--- src/rtl/txd_pkg.sv ---
package txd_pkg;

    localparam int OWN_BIT  = 31;
    localparam int CONT_BIT = 30;

    typedef enum logic [3:0] {
        ST_IDLE,
        ST_SCAN_REQ,
        ST_SCAN_WAIT,
        ST_W0_REQ,
        ST_W0_WAIT,
        ST_W1_REQ,
        ST_W1_WAIT,
        ST_BUF_CHK,
        ST_BUF_REQ,
        ST_BUF_WAIT,
        ST_EMIT,
        ST_REL,
        ST_FIN
    } fetch_state_t;

    function automatic logic desc_owned(input logic [31:0] w0);
        return w0[OWN_BIT];
    endfunction

    function automatic logic desc_chained(input logic [31:0] w0);
        return w0[CONT_BIT];
    endfunction

    function automatic logic [31:0] desc_release_first(input logic [31:0] w0);
        logic [31:0] r;
        r = w0;
        r[OWN_BIT] = 1'b0;
        return r;
    endfunction

endpackage

--- src/rtl/txd_ptr_step.sv ---
module txd_ptr_step #(
    parameter int PTR_W  = 16,
    parameter int RING_W = 8
) (
    input  logic [PTR_W-1:0]  ptr_in,
    input  logic [PTR_W-1:0]  ring_base,
    input  logic [RING_W-1:0] ring_len,
    output logic [PTR_W-1:0]  ptr_next
);
    localparam int STRIDE = 8;

    logic [PTR_W-1:0] ring_end;
    logic [PTR_W-1:0] stepped;

    always_comb begin
        ring_end = ring_base + (PTR_W'(ring_len) << 3);
        stepped  = ptr_in + PTR_W'(STRIDE);
        ptr_next = (stepped == ring_end) ? ring_base : stepped;
    end
endmodule

--- src/rtl/txd_lane_pick.sv ---
module txd_lane_pick (
    input  logic [31:0] word_in,
    input  logic [1:0]  lane,
    output logic [7:0]  byte_out
);
    always_comb begin
        case (lane)
            2'd0:    byte_out = word_in[31:24];
            2'd1:    byte_out = word_in[23:16];
            2'd2:    byte_out = word_in[15:8];
            default: byte_out = word_in[7:0];
        endcase
    end
endmodule

--- src/rtl/txd_ring_fetch.sv ---
module txd_ring_fetch
    import txd_pkg::*;
#(
    parameter int PTR_W     = 16,
    parameter int RING_W    = 8,
    parameter int LEN_W     = 16,
    parameter int MAX_CHAIN = 8
) (
    input  logic              clk,
    input  logic              rst,
    input  logic [PTR_W-1:0]  cfg_ring_base,
    input  logic [RING_W-1:0] cfg_ring_len,
    input  logic [LEN_W-1:0]  cfg_max_bytes,
    input  logic              ptr_load,
    input  logic [PTR_W-1:0]  ptr_value,
    input  logic              kick,
    output logic [PTR_W-1:0]  cur_ptr,
    output logic              busy,
    output logic              ovf,
    output logic              mem_req,
    output logic              mem_we,
    output logic [PTR_W-3:0]  mem_addr,
    output logic [31:0]       mem_wdata,
    input  logic              mem_rvalid,
    input  logic [31:0]       mem_rdata,
    output logic              tx_valid,
    output logic [7:0]        tx_data,
    output logic              tx_sop,
    output logic              tx_eop,
    output logic              irq
);
    localparam int AW    = PTR_W - 2;
    localparam int CNT_W = $clog2(MAX_CHAIN + 1);
    localparam int TOT_W = LEN_W + CNT_W;

    fetch_state_t state;

    logic [PTR_W-1:0] cur_q, scan_ptr, walk_ptr;
    logic [31:0]      first_w0, word_q;
    logic [CNT_W-1:0] chain_cnt;
    logic [TOT_W-1:0] total, eff, sent;
    logic [LEN_W-1:0] d_len, consumed;
    logic             d_cont, is_first, ovf_q, irq_q;
    logic [AW-1:0]    buf_addr;
    logic [1:0]       lane;

    logic [PTR_W-1:0] step_in, step_out;
    logic [TOT_W-1:0] tot_new, max_ext;

    assign step_in = (state == ST_SCAN_WAIT) ? scan_ptr : walk_ptr;

    txd_ptr_step #(.PTR_W(PTR_W), .RING_W(RING_W)) u_step (
        .ptr_in   (step_in),
        .ring_base(cfg_ring_base),
        .ring_len (cfg_ring_len),
        .ptr_next (step_out)
    );

    txd_lane_pick u_lane (
        .word_in (word_q),
        .lane    (lane),
        .byte_out(tx_data)
    );

    assign tot_new = total + TOT_W'(mem_rdata[LEN_W-1:0]);
    assign max_ext = TOT_W'(cfg_max_bytes);

    always_ff @(posedge clk) begin
        if (rst) begin
            state     <= ST_IDLE;
            cur_q     <= '0;
            scan_ptr  <= '0;
            walk_ptr  <= '0;
            first_w0  <= '0;
            word_q    <= '0;
            chain_cnt <= '0;
            total     <= '0;
            eff       <= '0;
            sent      <= '0;
            d_len     <= '0;
            consumed  <= '0;
            d_cont    <= 1'b0;
            is_first  <= 1'b0;
            ovf_q     <= 1'b0;
            irq_q     <= 1'b0;
            buf_addr  <= '0;
            lane      <= '0;
        end else begin
            irq_q <= 1'b0;
            case (state)
                ST_IDLE: begin
                    if (ptr_load) begin
                        cur_q <= ptr_value;
                    end else if (kick) begin
                        scan_ptr  <= cur_q;
                        chain_cnt <= '0;
                        total     <= '0;
                        state     <= ST_SCAN_REQ;
                    end
                end
                ST_SCAN_REQ: state <= ST_SCAN_WAIT;
                ST_SCAN_WAIT: begin
                    if (mem_rvalid) begin
                        if (!desc_owned(mem_rdata)) begin
                            state <= ST_IDLE;
                        end else begin
                            if (chain_cnt == '0) first_w0 <= mem_rdata;
                            total     <= tot_new;
                            chain_cnt <= chain_cnt + 1'b1;
                            if (desc_chained(mem_rdata)) begin
                                if (chain_cnt == CNT_W'(MAX_CHAIN - 1)) begin
                                    state <= ST_IDLE;
                                end else begin
                                    scan_ptr <= step_out;
                                    state    <= ST_SCAN_REQ;
                                end
                            end else begin
                                ovf_q    <= (tot_new > max_ext);
                                eff      <= (tot_new > max_ext) ? max_ext : tot_new;
                                walk_ptr <= cur_q;
                                is_first <= 1'b1;
                                sent     <= '0;
                                state    <= ST_W0_REQ;
                            end
                        end
                    end
                end
                ST_W0_REQ: state <= ST_W0_WAIT;
                ST_W0_WAIT: begin
                    if (mem_rvalid) begin
                        d_len  <= mem_rdata[LEN_W-1:0];
                        d_cont <= desc_chained(mem_rdata);
                        state  <= ST_W1_REQ;
                    end
                end
                ST_W1_REQ: state <= ST_W1_WAIT;
                ST_W1_WAIT: begin
                    if (mem_rvalid) begin
                        buf_addr <= mem_rdata[PTR_W-1:2];
                        consumed <= '0;
                        state    <= ST_BUF_CHK;
                    end
                end
                ST_BUF_CHK: begin
                    if (consumed == d_len || sent >= eff) state <= ST_REL;
                    else                                  state <= ST_BUF_REQ;
                end
                ST_BUF_REQ: state <= ST_BUF_WAIT;
                ST_BUF_WAIT: begin
                    if (mem_rvalid) begin
                        word_q <= mem_rdata;
                        lane   <= '0;
                        state  <= ST_EMIT;
                    end
                end
                ST_EMIT: begin
                    sent     <= sent + 1'b1;
                    consumed <= consumed + 1'b1;
                    lane     <= lane + 1'b1;
                    if (sent + 1'b1 == eff) begin
                        state <= ST_REL;
                    end else if (consumed + 1'b1 == d_len) begin
                        state <= ST_REL;
                    end else if (lane == 2'd3) begin
                        buf_addr <= buf_addr + 1'b1;
                        state    <= ST_BUF_REQ;
                    end
                end
                ST_REL: begin
                    is_first <= 1'b0;
                    walk_ptr <= step_out;
                    state    <= d_cont ? ST_W0_REQ : ST_FIN;
                end
                ST_FIN: begin
                    cur_q <= walk_ptr;
                    irq_q <= 1'b1;
                    state <= ST_IDLE;
                end
                default: state <= ST_IDLE;
            endcase
        end
    end

    always_comb begin
        mem_req   = 1'b0;
        mem_we    = 1'b0;
        mem_addr  = walk_ptr[PTR_W-1:2];
        mem_wdata = '0;
        case (state)
            ST_SCAN_REQ: begin
                mem_req  = 1'b1;
                mem_addr = scan_ptr[PTR_W-1:2];
            end
            ST_W0_REQ: mem_req = 1'b1;
            ST_W1_REQ: begin
                mem_req  = 1'b1;
                mem_addr = walk_ptr[PTR_W-1:2] + AW'(1);
            end
            ST_BUF_REQ: begin
                mem_req  = 1'b1;
                mem_addr = buf_addr;
            end
            ST_REL: begin
                mem_req = !is_first;
                mem_we  = !is_first;
            end
            ST_FIN: begin
                mem_req   = 1'b1;
                mem_we    = 1'b1;
                mem_addr  = cur_q[PTR_W-1:2];
                mem_wdata = desc_release_first(first_w0);
            end
            default: ;
        endcase
    end

    assign tx_valid = (state == ST_EMIT);
    assign tx_sop   = tx_valid && (sent == '0);
    assign tx_eop   = tx_valid && (sent + 1'b1 == eff);
    assign cur_ptr  = cur_q;
    assign busy     = (state != ST_IDLE);
    assign ovf      = ovf_q;
    assign irq      = irq_q;

endmodule


--- config.mk ---
export PLATFORM = sky130hd
export DESIGN_NAME = txd_ring_fetch
export DESIGN_NICKNAME = d
export VERILOG_FILES = /design/src/rtl/txd_pkg.sv /design/src/rtl/txd_ptr_step.sv /design/src/rtl/txd_lane_pick.sv /design/src/rtl/txd_ring_fetch.sv
export SDC_FILE = /design/constraint.sdc
export NUM_CORES = 1
export LEC_CHECK = 0
export CORE_UTILIZATION = 40
export DETAILED_ROUTE_END_ITERATION = 10
export DONT_BUFFER_PORTS = 1
export SYNTH_ARGS = -nofsm -noshare
export SYNTH_HDL_FRONTEND = slang
export SYNTH_SLANG_ARGS = --single-unit
--- constraint.sdc ---
create_clock -name clk -period 3.9 [get_ports clk]
set_clock_uncertainty 0.2 [all_clocks]
set_input_delay 0.39 -clock clk [delete_from_list [all_inputs] [get_ports clk]]
set_output_delay 0.39 -clock clk [all_outputs]
set_load 0.005 [all_outputs]
**Word level (Yosys, flattened, before mapping)**

Cells that the tools add are included.

- Output and inout bits: 78
- Input port bits: 93
- Register bits: 231
- Logic and storage cells: 158

- Equal/unequal tests: 35
- Order comparisons: 2
- Multiplexer cells: 64
- Bitwise operators: 1
- Add/subtract/negate cells: 9
- Reduce and logical (&&, ||, !) cells: 29

Operator list:

| cell | count |
|---|---|
| $mux 16 | 13 |
| $mux 20 | 8 |
| $pmux 16 s2 | 4 |
| $pmux 20 s2 | 2 |
| $mux 4 | 15 |
| $mux 14 | 4 |
| $pmux 14 s4 | 1 |
| $eq 16x16->1 | 3 |
| $pmux 4 s12 | 1 |
| $mux 31 | 1 |
| $add 14x1->14 const B | 2 |
| $pmux 14 s2 | 1 |
| $ne 2x2->1 const B | 13 |
| $pmux 8 s3 | 1 |
| $add 20x1->20 const B | 1 |
| $add 20x16->20 | 1 |
| $eq 20x20->1 | 1 |
| $eq 4x3->1 const B | 5 |
| $eq 4x4->1 const B | 5 |
| $ge 20x20->1 | 1 |
| $gt 20x16->1 | 1 |
| $logic_not 20->1 | 1 |
| $add 16x1->16 const B | 1 |
| $add 16x11->16 | 1 |
| other kinds (27) | 53 |

**Depth between registers and ports, before layout**

- Depth after elaboration: 10
- Gate-level depth with buffers: 20
- Depth with buffers taken out: 18

**Hierarchy**

From an unflattened synthesis, not the netlist that was laid out.

- Cell total of the unflattened synthesis: 2069
- Area total of the unflattened synthesis: 15353.5 um2

By module, submodules not included:

| module | area each (um2) | cells each | instances |
|---|---|---|---|
| txd_ring_fetch | 14041.0 | 1917 | 1 |
| txd_ptr_step | 1116.1 | 142 | 1 |
| txd_lane_pick | 196.4 | 10 | 1 |

**Least setup slack after synthesis**

Ideal clock, no wire load.

- Path kind: input to register
- From: input port mem_rdata[0]
- To: register eff[10]
- Path slack: -0.410 ns
- Data required time: 3.626 ns
- Cell stages on the path: 20
- Data arrival time: 4.036 ns
- Library setup time: 0.074 ns
- Cell sequence: ha_1 fa_1 a21o_1 a21oi_1 o211ai_1 a31oi_1 o21ai_0 a21oi_1 xnor2_1 ha_1 a21o_1 a21o_1 a21oi_1 nand2_1 o21ai_0 o221a_2 clkbuf_1 clkbuf_1 nand3_1 a31oi_1

- Cells in the longest elaborated chain, start to end: 3

Ends and longest elaborated chain:

| element | line | text |
|---|---|---|
| start: declaration | txd_ring_fetch.sv:25 | `input logic [31:0] mem_rdata,` |
| $add 20x16->20 * | txd_ring_fetch.sv:65 | `assign tot_new = total + TOT_W'(mem_rdata[LEN_W-1:0]);` |
| $gt 20x16->1 | txd_ring_fetch.sv:119 | `eff <= (tot_new > max_ext) ? max_ext : tot_new;` |
| $mux 20 * | txd_ring_fetch.sv:119 |  |
| end signal: assignment | txd_ring_fetch.sv:119 |  |
| end: declaration | txd_ring_fetch.sv:41 | `logic [TOT_W-1:0] total, eff, sent;` |

Every way passes the cells marked *; elsewhere a longest branch is shown, timed or not.
A chain may end at the register's enable or synchronous reset.

**Worst setup path after layout**

- From: register total[0]
- To: register eff[1]

- Cells in the longest elaborated chain, start to end: 3

Ends and longest elaborated chain:

| element | line | text |
|---|---|---|
| start: declaration | txd_ring_fetch.sv:41 |  |
| start signal: assignment | txd_ring_fetch.sv:108 | `total <= tot_new;` |
| $add 20x16->20 * | txd_ring_fetch.sv:65 |  |
| $gt 20x16->1 | txd_ring_fetch.sv:119 |  |
| $mux 20 * | txd_ring_fetch.sv:119 |  |

Marked as above.

==> results.txt <==
----------------------------------------------------
[Logic synthesis]
  Share of synthesized registers carrying an async set or reset ... 0
  Prevailing post-synth register cell ... dfxtp_1
  Warning count from the yosys run ... 0
  Mapped Area ... ~0.015 sq mm
  Flip-flop and latch count after synthesis ... 231
  Seq/Total Area, Yosys ... 0.305
  Total nets after synthesis ... around 2,200
  Number of different library cells in the post-synthesis netlist ... 82
  Number of synthesized flops with an enable pin ... 0
  Synthesized netlist cell count ... 1,984
  Mean instance size in the synthesized netlist ... ~7.6 sq um

[Global routing]
  All-Layer GR Usage ... 0.270
  Global Route met3 Usage ... 0.0558
  Initial antenna violation count ... 0
  Vias in the first global route ... 14,500
  Wire length of the first global-routing pass ... 83.6 mm
  Pin count of the biggest net entering global routing ... around 190
  Met2 layer usage reported by global route ... 0.436
  Peak-usage layer in the global routing report ... met2
  Global-route met1 utilization ... 0.364
  GR Overflow Total ... 0

[CTS]
  Clock transition at path regs ... roughly 60 ps
  Clk Latency, worst-skew pair ... roughly 590 ps
  TritonCTS clock tree ... built
  Number of buffers added by the clock tree synthesis step ... 28
  Largest buffer count on any clock path ... 3
  H-Tree Depth ... 1
  Clk root buf ... clkbuf_16
  Clk sink count ... 231

[STA]
  Final Critical Period ... 3850 ps
  Pins Over Slew Limit ... 0
  Worst max-slew margin expressed relative to the limit ... 0.224
  Achievable frequency ... 260 MHz
  Fin. Hold Viols ... 0
  Number of setup violations in the final report ... 0
  Portion of the clock cycle consumed by the worst path in the final layout ... 0.986
  Setup repair after global routing missed its margin ... yes
  Final Worst Setup Slack ... roughly 53 ps
  Final-layout worst hold slack ... 15.1 ps
  Actual slew at the worst max-slew pin ... between 1000 and 1500 ps

[Placed design]
  Port Buf Inserts ... 0
  GP Congestion ... about 0.92
  Estimated wirelength of the detail-placed design ... ~36 mm
  Pre-CTS setup slack ... -201 ps
  Number of placed cells counting well taps ... 2,429

[Critical path]
  Critical path required time ... approximately 4200 ps
  Stage delay of the slowest cell on the critical path ... 340 ps
  Cell chain of the critical path ... ha_4 -> fa_2 -> a21o_1 -> a21oi_2 -> o211ai_1 -> a31oi_2 -> o21ai_2 -> a21oi_2 -> xnor2_1 -> ha_1 -> a21o_1 -> a21o_1 -> a21oi_2 -> nand2_2 -> o21ai_4 -> o221a_4 -> buf_6 -> nand3_1 -> a31oi_1
  WS Path Type ... reg -> reg
  Largest fanout of any net on the critical path ... 7
  Slowest-stage cell, CP ... fa_2
  Element type at the critical path start ... register
  Crit path DAT ... a little over 4000 ps
  Critical path endpoint category ... register
  Register-to-Register Path Depth ... 19

[Floorplanning]
  Total number of placement rows ... 70
  Die footprint ... between 0.03 and 0.04 sq mm
  Io pins ... between 150 and 200
  Starting Density ... 0.411
  Vertical die dimension ... ~200 microns
  Chip Width ... 197 microns
  Floorplan core area ... roughly 0.037 sq mm

[Power and ir drop]
  Maximum vdd drop ... approximately 0.00032 V
  Clock group share of total power ... 0.468
  NetSw ... ~1.6 mW
  Internal cell power ... 4.42 mW
  Power share of the combinational group ... 0.123
  Lkg Pwr ... around 6.8 nW
  Power density over the cells ... 326 mW/mm^2
  Sequential fraction of design power ... 0.409
  Switching Share ... 0.266

[Routing]
  Remaining number of nets flagged by the antenna check after routing ... 0
  Number of vias per cell after detailed routing ... roughly 6.0
  Drt drc ... 0
  Vias post-DR ... 15,400
  Final Routed Wirelength ... 53.6 mm
  DRT iter0 DRCs ... around 1,400
  DR pass1 iterations ... 7
  WL per Instance ... 20.8 microns

[Final layout]
  Area grow syn2layout ... 21.6%
  Final core occ ... 0.499
  Fraction of layout instances using a drive strength above 1 ... 0.114
  Count of nets after finishing ... about 2,200
  Number of cells in the finished layout apart from fillers ... 2,583
  Count of antenna diodes in the layout ... 0

[Worst hold path]
  Worst hold path class ... in -> reg
  Hold-critical path depth ... 3

[Job]
  MaxCap Viol Count ... 0

[Status]
  Status ... complete, no violations

----------------------------------------------------
synthesized netlist by cell type, types with 5 or more instances:
cell type  number  area share
o2111ai_1      12      0.0069
o211ai_1       17      0.0084
a22oi_1        23       0.011
buf_2          13      0.0043
clkbuf_1      120       0.030
nand3_1        82       0.027
xnor2_1        58       0.033
o311ai_0       12      0.0069
or4_1           8      0.0040
a311oi_1        6      0.0035
ha_1           72       0.059
nor2_1        123       0.030
a221oi_1        6      0.0035
nor2b_1         7      0.0029
a222oi_1       17       0.011
a21oi_1       185       0.061
nand2_1       279       0.069
nor3_1         56       0.018
a31oi_1        29       0.012
and2_1         50       0.021
and4_1         11      0.0063
or3_1          15      0.0062
nand2b_1       10      0.0041
inv_1          78       0.019
buf_1           9      0.0022
a211oi_1       55       0.027
and3_1         35       0.014
o22ai_1        16      0.0066
o21ai_0        79       0.026
a21o_1         25       0.012
o21bai_1        9      0.0045
o21a_1          5      0.0025
nand4_1        29       0.012
mux2i_1        52       0.034
xor2_1         39       0.023
dfxtp_1       231        0.30
o31ai_1        12      0.0059
nor4_1         20      0.0082
cell type report:
| type | count | area [sq um] |
|---|---|---|
| timing repair buffer | 193 | 1750 |
| clock buffer | 39 | 802 |
| tap | 504 | 631 |
| fill | 3626 | 18500 |
| inverter | 79 | 297 |
| clock inverter | 10 | 189 |
| sequential | 231 | 4630 |
| multi-input combinational | 1527 | 10200 |
worst max-delay path, delay by kind of cell (launching register included):
family	cells	cell delay, ps
xor gates and xnor gates	1	100
AOI/OAI and AO/OA	12	2120
DFF	1	330
buffers and inverters	1	140
adders and majority gates	3	690
and+or+nand+nor	2	160
layer usage:
| metal | vias to the layer above | share of wire |
|---|---|---|
| met2 | 598 | 0.46 |
| met1 | 7394 | 0.43 |
| met3 | 79 | 0.091 |
| met4 | 0 | 0.021 |
| met5 | - | 0 |
| li1 | 7333 | - |
layout by cell type (no fill, tap or decap), types with 9 or more instances in the layout:
master,synthesis,layout
a211oi_1,55,42
a211oi_2,1,14
a21o_1,25,25
a21oi_1,185,179
a222oi_1,17,17
a22oi_1,23,23
a31oi_1,29,28
and2_1,50,50
and3_1,35,32
and4_1,11,10
buf_4,1,90
clkbuf_16,0,28
dfxtp_1,231,227
dlygate4sd3_1,0,96
ha_1,72,68
inv_1,78,78
mux2i_1,52,38
mux2i_4,2,14
nand2_1,279,278
nand2b_1,10,10
nand3_1,82,71
nand3_2,0,11
nand4_1,29,29
nor2_1,123,122
nor3_1,56,53
nor4_1,20,19
o2111ai_1,12,11
o211ai_1,17,17
o21ai_0,79,72
o21bai_1,9,9
o22ai_1,16,14
o311ai_0,12,10
o31ai_1,12,12
or3_1,15,15
xnor2_1,58,58
xor2_1,39,39
kinds of logic after synthesis:
group                      Yosys count  share of synthesized area
muxes                               56                     0.0389
buffers and inverters              227                     0.0608
AOI/OAI and AO/OA                  544                      0.233
and+or+nand+nor                    749                      0.237
DFF                                231                      0.305
other                                1                   0.000247
adders and majority gates           74                     0.0620
xor gates and xnor gates           102                     0.0636
path summary, 6_finish.rpt:
kind                              from                   endpoint  slack [ps]
max              total[0]$_SDFFE_PP0P_        eff[1]$_SDFFE_PP0P_          50
min                       mem_rdata[0]        eff[0]$_SDFFE_PP0P_          20
max reg2reg      total[0]$_SDFFE_PP0P_        eff[1]$_SDFFE_PP0P_          50
min reg2reg  first_w0[21]$_SDFFE_PP0P_  first_w0[21]$_SDFFE_PP0P_         250
repair_timing:
item / CTS / global route
gates cloned: 1 / 0
hold endpoints to repair: 228 / 1
setup buffers: 1 / 6
pin swaps: 12 / 49
resized for setup: 25 / 77
hold buffers: 96 / 1
endpoints found under the setup margin: 42 / 44
flip-flops by register name (all words and copies together) (netlist names), 4 cells and up:
| register | flops |
|---|---|
| walk_ptr | 16 |
| eff | 20 |
| first_w0 | 31 |
| word_q | 32 |
| buf_addr | 14 |
| sent | 20 |
| chain_cnt | 4 |
| state | 4 |
| consumed | 16 |
| total | 20 |
| cur_ptr | 16 |
| scan_ptr | 16 |
| d_len | 16 |
per-stage QoR:
step	instance area [sq um]	TNS, ps	power [mW]
floorplan	15200	-2560	2.93
global placement	15900	-977	3.05
detailed placement	15900	-4060	3.06
CTS	18000	0	6.02
global route	18500	-3260	6.24
finish	18500	0	6.02
power groups by stage:
stage               registers (mW)  logic, mW  clock network (mW)
floorplan                     2.48      0.444                   0
global placement              2.51      0.537                   0
detailed placement            2.51      0.547                   0
CTS                           2.46      0.698                2.86
global route                  2.46      0.802                2.97
finish                        2.46      0.742                2.81
Note: power is estimated with default switching activity, not from simulation.
